==> config.mk <==
export PLATFORM = sky130hd
export DESIGN_NAME = dpa_arbiter
export DESIGN_NICKNAME = d
export VERILOG_FILES = /design/src/rtl/dpa_pkg.sv /design/src/rtl/dpa_req_arbiter.sv /design/src/rtl/dpa_ack_watch.sv /design/src/rtl/dpa_cfg_guard.sv /design/src/rtl/dpa_arbiter.sv
export SDC_FILE = /design/constraint.sdc
export NUM_CORES = 1
export LEC_CHECK = 0
export BUFFER_PORTS_ARGS = -buffer_cell sky130_fd_sc_hd__buf_2
export CAP_MARGIN = 20
export CORE_AREA = 2 2 80 82
export CTS_CLUSTER_DIAMETER = 100
export DETAILED_ROUTE_END_ITERATION = 6
export DIE_AREA = 0 0 82 84
export GPL_TIMING_DRIVEN = 0
export PLACE_DENSITY = 0.5
export SYNTH_ARGS = -nofsm -noshare
export SYNTH_HDL_FRONTEND = slang
export SYNTH_SLANG_ARGS = --single-unit
export TNS_END_PERCENT = 10
==> constraint.sdc <==
create_clock -name clk -period 1.73 [get_ports clk]
set_input_delay 0.346 -clock clk [delete_from_list [all_inputs] [get_ports clk]]
set_output_delay 0.346 -clock clk [all_outputs]
set_load 0.01 [all_outputs]
==> src/rtl/dpa_pkg.sv <==
package dpa_pkg;
  localparam int unsigned TMO_W = 8;

  typedef enum logic [2:0] {
    ARB_IDLE   = 3'd0,
    ARB_WAIT   = 3'd1,
    ARB_HOLD   = 3'd2,
    ARB_DIRECT = 3'd3,
    ARB_FAULT  = 3'd4
  } arb_state_e;

  typedef struct packed {
    logic denied;
    logic req_mode;
    logic dma_always;
    logic ack_tmo_en;
  } dpa_cfg_t;
endpackage

==> src/rtl/dpa_req_arbiter.sv <==
module dpa_req_arbiter
  import dpa_pkg::*;
#(
  parameter int unsigned CNT_W = TMO_W
) (
  input  logic             clk,
  input  logic             rst_n,
  input  logic             cpu_as,
  input  logic             cpu_bg,
  input  logic             cpu_in_reset,
  input  logic             dma_req,
  input  logic             rt_run,
  input  dpa_cfg_t         cfg,
  input  logic [CNT_W-1:0] req_tmo,
  input  logic             host_req,
  input  logic             host_done,
  output logic             cpu_br,
  output logic             host_gnt,
  output logic             dp_err,
  output logic             force_rst
);
  arb_state_e       state_q, state_d;
  logic [CNT_W-1:0] wait_cnt_q, wait_cnt_d;
  logic             err_q, err_d;
  logic             frst_q, frst_d;
  logic             lockout;
  logic             bus_free;
  logic             expired;

  // host may not start while real-time emulation runs in lockout mode
  assign lockout  = cfg.denied & rt_run;
  // bus may be used when the processor is in reset or the bus is released
  assign bus_free = cpu_in_reset | (cpu_bg & ~dma_req & ~cpu_as);
  assign expired  = (wait_cnt_q == req_tmo);

  always_comb begin
    state_d    = state_q;
    wait_cnt_d = wait_cnt_q;
    err_d      = err_q;
    frst_d     = 1'b0;
    unique case (state_q)
      ARB_IDLE: begin
        if (host_req && !lockout) begin
          wait_cnt_d = '0;
          state_d    = cpu_in_reset ? ARB_DIRECT : ARB_WAIT;
        end
      end
      ARB_WAIT: begin
        if (bus_free) begin
          state_d = ARB_HOLD;
        end else if (expired) begin
          state_d = ARB_FAULT;
          err_d   = 1'b1;
          frst_d  = cfg.req_mode;
        end else begin
          wait_cnt_d = wait_cnt_q + 1'b1;
        end
      end
      ARB_HOLD, ARB_DIRECT: begin
        if (host_done) state_d = ARB_IDLE;
      end
      ARB_FAULT: begin
        if (!host_req) state_d = ARB_IDLE;
      end
      default: state_d = ARB_IDLE;
    endcase
  end

  always_ff @(posedge clk or negedge rst_n) begin
    if (!rst_n) begin
      state_q    <= ARB_IDLE;
      wait_cnt_q <= '0;
      err_q      <= 1'b0;
      frst_q     <= 1'b0;
    end else begin
      state_q    <= state_d;
      wait_cnt_q <= wait_cnt_d;
      err_q      <= err_d;
      frst_q     <= frst_d;
    end
  end

  assign cpu_br    = (state_q == ARB_WAIT) || (state_q == ARB_HOLD);
  assign host_gnt  = (state_q == ARB_HOLD) || (state_q == ARB_DIRECT);
  assign dp_err    = err_q;
  assign force_rst = frst_q;
endmodule

==> src/rtl/dpa_ack_watch.sv <==
module dpa_ack_watch
  import dpa_pkg::*;
#(
  parameter int unsigned CNT_W = TMO_W
) (
  input  logic             clk,
  input  logic             rst_n,
  input  logic             cpu_as,
  input  logic             cpu_dtack,
  input  logic             enable,
  input  logic [CNT_W-1:0] limit,
  output logic             abort_pulse,
  output logic             tmo_flag
);
  logic [CNT_W-1:0] cnt_q;
  logic             fired_q;
  logic             abort_q;
  logic             flag_q;
  logic             stalled;

  assign stalled = cpu_as & ~cpu_dtack & enable & ~fired_q;

  always_ff @(posedge clk or negedge rst_n) begin
    if (!rst_n) begin
      cnt_q   <= '0;
      fired_q <= 1'b0;
      abort_q <= 1'b0;
      flag_q  <= 1'b0;
    end else begin
      abort_q <= 1'b0;
      if (!cpu_as) begin
        cnt_q   <= '0;
        fired_q <= 1'b0;
      end else if (stalled) begin
        if (cnt_q == limit) begin
          abort_q <= 1'b1;
          fired_q <= 1'b1;
          flag_q  <= 1'b1;
        end else begin
          cnt_q <= cnt_q + 1'b1;
        end
      end
    end
  end

  assign abort_pulse = abort_q;
  assign tmo_flag    = flag_q;
endmodule

==> src/rtl/dpa_cfg_guard.sv <==
module dpa_cfg_guard
  import dpa_pkg::*;
#(
  parameter int unsigned CNT_W = TMO_W
) (
  input  logic             clk,
  input  logic             rst_n,
  input  dpa_cfg_t         cfg,
  input  logic             rt_run,
  input  logic [CNT_W-1:0] req_tmo,
  input  logic [CNT_W-1:0] ack_tmo,
  output logic             dma_allow,
  output logic             cfg_err
);
  logic err_q;

  always_ff @(posedge clk or negedge rst_n) begin
    if (!rst_n) begin
      err_q <= 1'b0;
    end else if (cfg.ack_tmo_en && (ack_tmo <= req_tmo)) begin
      err_q <= 1'b1;
    end
  end

  assign cfg_err   = err_q;
  assign dma_allow = cfg.dma_always | rt_run;
endmodule

==> src/rtl/dpa_arbiter.sv <==
module dpa_arbiter
  import dpa_pkg::*;
#(
  parameter int unsigned CNT_W = TMO_W
) (
  input  logic             clk,
  input  logic             rst_n,
  input  logic             cpu_as,
  input  logic             cpu_dtack,
  input  logic             cpu_bg,
  input  logic             cpu_in_reset,
  input  logic             dma_req,
  input  logic             rt_run,
  input  logic             denied,
  input  logic             dma_always,
  input  logic             req_mode,
  input  logic [CNT_W-1:0] req_tmo,
  input  logic [CNT_W-1:0] ack_tmo,
  input  logic             ack_tmo_en,
  input  logic             host_req,
  input  logic             host_done,
  output logic             cpu_br,
  output logic             host_gnt,
  output logic             dp_err,
  output logic             force_rst,
  output logic             bus_abort,
  output logic             ack_tmo_flag,
  output logic             dma_allow,
  output logic             cfg_err
);
  dpa_cfg_t cfg;

  always_comb begin
    cfg.denied     = denied;
    cfg.req_mode   = req_mode;
    cfg.dma_always = dma_always;
    cfg.ack_tmo_en = ack_tmo_en;
  end

  dpa_req_arbiter #(.CNT_W(CNT_W)) u_arb (
    .clk          (clk),
    .rst_n        (rst_n),
    .cpu_as       (cpu_as),
    .cpu_bg       (cpu_bg),
    .cpu_in_reset (cpu_in_reset),
    .dma_req      (dma_req),
    .rt_run       (rt_run),
    .cfg          (cfg),
    .req_tmo      (req_tmo),
    .host_req     (host_req),
    .host_done    (host_done),
    .cpu_br       (cpu_br),
    .host_gnt     (host_gnt),
    .dp_err       (dp_err),
    .force_rst    (force_rst)
  );

  dpa_ack_watch #(.CNT_W(CNT_W)) u_ack (
    .clk         (clk),
    .rst_n       (rst_n),
    .cpu_as      (cpu_as),
    .cpu_dtack   (cpu_dtack),
    .enable      (ack_tmo_en),
    .limit       (ack_tmo),
    .abort_pulse (bus_abort),
    .tmo_flag    (ack_tmo_flag)
  );

  dpa_cfg_guard #(.CNT_W(CNT_W)) u_cfg (
    .clk       (clk),
    .rst_n     (rst_n),
    .cfg       (cfg),
    .rt_run    (rt_run),
    .req_tmo   (req_tmo),
    .ack_tmo   (ack_tmo),
    .dma_allow (dma_allow),
    .cfg_err   (cfg_err)
  );
endmodule

==> reports/qor.txt, run 1 <==
Crit path DAT: 1.94 ns
Rel. slew slack: 59.36%
Fill count: 636
Core area: 6096 sq um
Switching Share: 34.49%
DRT Pass-1 Iters: 4
Synth Area in Compound Gates: 16.86%
Most common cell after layout, fill and taps aside: buf_2
Final WS setup: -0.007689 ns
Post-Synth Adder-Cell Area: 7.205%
CP Buf/Inv Count: 1
Setup-failing EPs final: 1
Chip Height: 84 um
LEAKAGE: 1.057 nW
Std cell rows: 29
Worst-path clk slew: 0.09 ns
Fin crit share: 100.4%
Final Hold Fails: 0
ANT nets after route: 0
Largest net degree at the start of global routing: 26
Crit path cell chain: xor2_2 > nor4_2 > and2_1 > buf_6 > or4_4 > o211ai_2
Util after Layout: 37.34%
Share of flip-flops with an asynchronous set or reset: 100.0%
GRT met1 Usage: 19.57%
Area occupied by multi-input gates: 1161 sq um
Clock Skew: 0.001623 ns
Seq pwr share: 40.6%
Drt via density: 4.930
Crit path time final: 1.738 ns
CP delay by family, top: simple AND/OR/NAND/NOR gates
Fmax achieved: 0.5755 GHz
Chip width: 82 um
Top Ports: 38
P per Cell Area: 763.3 nW/um^2
Max_cap viols: 0
Layout cells sized above 1: 38.56%
Total global routing track utilization: 13.68%
Worst vdd ir: 0.0003537 V
Final setup TNS: -0.007689 ns
Hold Crit Class: in -> async
CTS tree: yes
Warnings from Yosys: 0
Die area: 6888 sq um
DRC: 0
GRT overflow: 0
Cell Count Post-Placement: 300
Clock root buffer master: clkbuf_8
Total vias in the final route: 1,543
RD Place Congestion: 0.7797
RSZ-0062 raised after global routing: true
Crit path max fanout: 8
Internal power: 1.138 mW
DRT iter0 DRCs: 67
Commonest cells after routing, fill and taps aside: buf_2, dfrtp_1, inv_1
Seq/Total Area, Yosys: 36.02%
Met2 Use GR: 21.14%
Final non-filler cell total: 313
GRT busiest layer: met2
Synth Instances: 186
Avg Inst Size Synth: 9.337 sq um
Largest family of logic cells by synthesized area: simple AND/OR/NAND/NOR gates
P&R area growth vs syn: 31.05%
Buffers from clock root to sink, at most: 2
Largest stage delay, worst path: 0.52 ns
Starting Density: 28.49%
Unique masters post-synth: 48
Initial antenna violation count: 0
Mux cell area share after synthesis: 1.729%
Clock network power share: 20.7%
Final HPWL DP: 3351 um
IO buf count: 37
Crit path kind: reg -> reg
WL final: 4504 um
Xor and xnor area share after synthesis: 9.078%
Worst Tran Pin Value: 0.6096 ns
P_sw: 0.5991 mW
Clk sinks: 25
Clock latency on the worst-skew pair: 0.27 ns
Setup crit start kind: flip-flop
Synth Area in Simple Gates: 24.42%
Sequential Area: 634.4 sq um
Dominant cells by area after synthesis: dfrtp_1, ha_1, xnor2_1, xor2_1, inv_1
CP Data Required Time: 1.93 ns
CTS H-Tree Depth: 1
Number of synthesized flops with an enable pin: 0
Final net count: 277
CP endpoint kind: flip-flop
Wire length per cell: 14.39 um
Cell Area, Synth: 1737 sq um
Combinational power share: 38.6%
Top_reg_cell synth: dfrtp_1
GR Util met3: 2.273%
Slowest CP cell: or4_4
Num CTS Buffers: 3
Syn Nets: 226
Vias in the first global route: 1,524
Failing checks: setup timing
Tot Pwr: 1.737 mW
Synthesis-stage register bit count: 25
Worst hold slack: 0.07230 ns
Outcome: complete, but fails checks
Max-slew violation count: 0
Cell taking the most area after synthesis: dfrtp_1
First-pass GRT wire length: 7293 um
Antenna diodes: 0
Top cell type's share of synthesized area: 36.02%
## flip-flops by register name (all words and copies together) (netlist names)
signal / count
u_ack.cnt_q: 8
u_arb.dp_err: 1
u_ack.fired_q: 1
u_arb.force_rst: 1
u_ack.tmo_flag: 1
u_arb.wait_cnt_q: 8
u_cfg.cfg_err: 1
u_arb.state_q: 3
u_ack.abort_pulse: 1
## final cells by class
cell class | instances | share of cell area, %
Sequential cell | 25 | 27.87
Multi-Input combinational cell | 142 | 51.02
Clock buffer | 3 | 1.814
Inverter | 14 | 2.309
Tap cell | 77 | 4.233
Buffer | 4 | 1.100
Timing Repair Buffer | 47 | 11.43
Clock inverter | 1 | 0.2199
## routing by layer
metal	share of wire (%)	routed length, um	vias to the layer above
met1	49	2228	744
met5	0	0	-
li1	-	-	769
met2	47	2105	26
met4	0.95	43	0
met3	2.8	126	4
## stage by stage
step / cell area (sq um) / setup slack, ns
CTS: 2143 / -0.04403
global route: 2276 / -0.07207
finish: 2276 / -0.007689
floorplan: 1749 / 0.0006182
global placement: 2031 / -0.4380
detailed placement: 2031 / -0.4483
## path summary, 6_finish.rpt
kind / startpoint / end / slack (ns) / depth (start not counted)
max: u_arb.wait_cnt_q[4]$_DFFE_PN0P_ / u_arb.wait_cnt_q[6]$_DFFE_PN0P_ / -0.008 / 6
min: rst_n / u_arb.dp_err$_DFFE_PN0P_ / 0.07 / 1
max reg2reg: u_arb.wait_cnt_q[4]$_DFFE_PN0P_ / u_arb.wait_cnt_q[6]$_DFFE_PN0P_ / -0.008 / 6
min reg2reg: u_ack.tmo_flag$_DFFE_PN0P_ / u_ack.tmo_flag$_DFFE_PN0P_ / 0.47 / 1
max in group asynchronous: rst_n / u_ack.cnt_q[3]$_DFFE_PN0P_ / 1.22 / 1
min in group clk: req_mode / u_arb.force_rst$_DFF_PN0_ / 0.32 / 2
## Yosys cell counts (4+ instances only)
library cell and number:
xnor2_1 10, o21ai_0 7, a21boi_0 4, nor2_1 4
xor2_1 8, ha_1 10, nor4_1 5, nand2b_1 4
a21oi_1 7, nand3_1 9, a31oi_1 4, nand2_1 13
nand4_1 5, inv_1 14, dfrtp_1 25, and2_1 4
## logic make-up after synthesis
logic type	Yosys count
AND/OR/NAND/NOR	72
AO/OA/AOI/OAI	39
flip-flops	25
buffers and inverters	19
XOR/XNOR	18
adder cells (fa/ha/maj)	10
multiplexers	3
## power by group through the flow
stage	clock, mW	combinational, mW	sequential (mW)
2_1_floorplan	0	0.389	0.706
3_3_place_gp	0	0.543	0.723
3_5_place_dp	0	0.549	0.724
4_1_cts	0.381	0.586	0.725
5_1_grt	0.405	0.743	0.714
6_report	0.360	0.671	0.706
## timing repair
action / in CTS / in global routing
setup buffers: 4 / 6
gates resized for setup: 14 / 16
setup endpoints to repair: 16 / 20
hold buffers: 0 / 0
pin swaps: 5 / 7
Note: power is estimated with default switching activity, not from simulation.
==> inputs of run 2 (changes only) <==
CORE_AREA = 2 2 63 65   (was 2 2 80 82)
DIE_AREA = 0 0 65 67   (was 0 0 82 84)
PLACE_DENSITY = 0.74   (was 0.5)
REMOVE_ABC_BUFFERS = 1   (was unset)
SLEW_MARGIN = 15   (was unset)
==> run 2 against run 1 <==
Net effect: the run still ends with setup timing left; global-route usage rose by 6.8 points; maximum frequency fell by 0.56%; combinational power barely moved; non-clock buffer count fell by 2; worst hold slack got worse by 0.016 ns; setup slack got worse by 0.0098 ns; routed wire length fell by 0.53%; die area fell by 37%; power rose by 4.5%; cell count fell by 9.9%; sequential cell count did not move; via count rose by 2.2%; critical path type unchanged.
==> reports/qor.txt, run 2 (synthesized netlist as in run 1, its figures left out) <==
Std cell rows: 22 (-24%)
Most common cell after layout, fill and taps aside: buf_2
Clk sinks: 25 (unchanged)
Regs by FF count: u_ack.cnt_q: 8 flops, u_arb.wait_cnt_q: 8 flops, u_arb.state_q: 3 flops
CTS H-Tree Depth: 1 (unchanged)
Final WS setup: -0.01752 ns (-0.009831 ns)
CP Data Required Time: 1.94 ns (about the same)
Design Area, Final: 2276 sq um (unchanged)
Setup crit start kind: flip-flop
Placed Area: 1953 sq um (-3.8%)
Antenna diodes: 0 (unchanged)
Final HPWL DP: 2861 um (-15%)
Worst hold slack: 0.05583 ns (-0.01646 ns)
Starting Density: 48.16% (+20 points)
Die area: 4355 sq um (-37%)
WL final: 4480 um (-0.53%)
Setup-failing EPs final: 3 (+2)
Largest net degree at the start of global routing: 26 (unchanged)
Failing checks: setup timing
Crit path max fanout: 7 (-1)
Commonest cells after routing, fill and taps aside: buf_2, dfrtp_1, inv_1
Drt via density: 5.592 (+13%)
RD Place Congestion: 0.8936 (+15%)
LEAKAGE: 1.049 nW (-0.75%)
Core area: 3606 sq um (-41%)
Worst Tran Pin Value: 0.5924 ns (-0.01721 ns)
Final net count: 275 (-0.72%)
Final Hold Fails: 0 (unchanged)
Vias in the first global route: 1,446 (-5.1%)
Fin crit share: 101.0% (+0.57 points)
Fmax achieved: 0.5722 GHz (-0.56%)
DRC: 0 (unchanged)
Clock latency on the worst-skew pair: 0.28 ns (about the same)
Clock Skew: 0.001346 ns (-0.0002770 ns)
Crit path time final: 1.748 ns (+0.009831 ns)
Crit path DAT: 1.96 ns (+0.02 ns)
Chip Height: 67 um (-20%)
Util after Layout: 63.12% (+26 points)
R2R setup slack: -0.02 ns (about the same)
Tot Pwr: 1.816 mW (+4.5%)
Final setup TNS: -0.02236 ns (-0.01467 ns)
Wire length per cell: 15.89 um (+10%)
RSZ-0062 raised after global routing: true
Final non-filler cell total: 282 (-9.9%)
Layout cells sized above 1: 39.74% (+1.2 points)
Total global routing track utilization: 20.51% (+6.8 points)
Buffers from clock root to sink, at most: 2 (unchanged)
CP endpoint kind: flip-flop
IO buf count: 37 (unchanged)
Chip width: 65 um (-21%)
Outcome: complete, but fails checks
Initial antenna violation count: 0 (unchanged)
Num CTS Buffers: 3 (unchanged)
Top Ports: 38 (unchanged)
Hold buffer count at CTS: 0 (unchanged)
DRT Pass-1 Iters: 4 (unchanged)
First-pass GRT wire length: 6775 um (-7.1%)
Setup WS pre-CTS: -0.4488 ns (-0.0005040 ns)
ANT nets after route: 0 (unchanged)
P per Cell Area: 797.8 nW/um^2 (+4.5%)
Crit path kind: reg -> reg
Hold Crit Class: in -> async
GRT overflow: 0 (unchanged)
Max_cap viols: 0 (unchanged)
Total vias in the final route: 1,577 (+2.2%)
CTS tree: yes
Worst-path clk slew: 0.09 ns (about the same)
Rel. slew slack: 60.51% (+1.1 points)
P&R area growth vs syn: 31.05% (unchanged)
DRT iter0 DRCs: 109 (+63%)
Worst vdd ir: 0.0005493 V (+55%)
Cell Count Post-Placement: 266 (-11%)
Max-slew violation count: 0 (unchanged)
Clock root buffer master: clkbuf_8
[run 2: power breakdown]
part / internal [mW] / switching [mW] / leakage, nW
registers: 0.656 / 0.118 / 0.328
clock network: 0.166 / 0.207 / 0.0228
logic: 0.330 / 0.339 / 0.698
total: 1.15 / 0.664 / 1.05
[run 2: final cells by class]
cell class | instances | area (sq um)
Tap cell | 48 | 60.06
Sequential cell | 25 | 634.4
Inverter | 14 | 52.55
Clock buffer | 4 | 45.04
Multi-Input combinational cell | 142 | 1209
Timing Repair Buffer | 49 | 275.3
Fill cell | 299 | 1330
[run 2: critical path, stage by stage (launching register included)]
cell and delay (ns):
dfrtp_1 0.46, xnor2_2 0.18, nand4_1 0.21, o31ai_4 0.13, or4_1 0.51, a21boi_0 0.17
[run 2: what timing repair did]
action                                  in CTS  in global routing
buffers inserted                             1                 11
endpoints found under the setup margin      20                 20
pin swaps                                    1                  9
cloned                                       0                  0
gates resized for setup                     14                 24
[run 2: worst paths after layout]
path	startpoint	endpoint	cells past startpoint
worst min register to register	u_arb.dp_err$_DFFE_PN0P_	u_arb.dp_err$_DFFE_PN0P_	1
max in group asynchronous	rst_n	u_arb.state_q[0]$_DFFE_PN0P_	1
min in group clk	req_mode	u_arb.force_rst$_DFF_PN0_	2
worst min-delay path	rst_n	u_arb.state_q[1]$_DFFE_PN0P_	1
worst max-delay path	u_ack.cnt_q[3]$_DFFE_PN0P_	u_ack.cnt_q[5]$_DFFE_PN0P_	5
worst max register to register	u_ack.cnt_q[3]$_DFFE_PN0P_	u_ack.cnt_q[5]$_DFFE_PN0P_	5
[run 2: routing by layer]
| metal | part of all wire, % | vias to the layer above | GRT usage [%] |
|---|---|---|---|
| met3 | 3.6 | 5 | 1.351 |
| met5 | 0 | - | 0 |
| met2 | 48 | 42 | 32.35 |
| met1 | 46 | 765 | 28.54 |
| met4 | 1.8 | 0 | 9.840 |
| li1 | - | 765 | - |
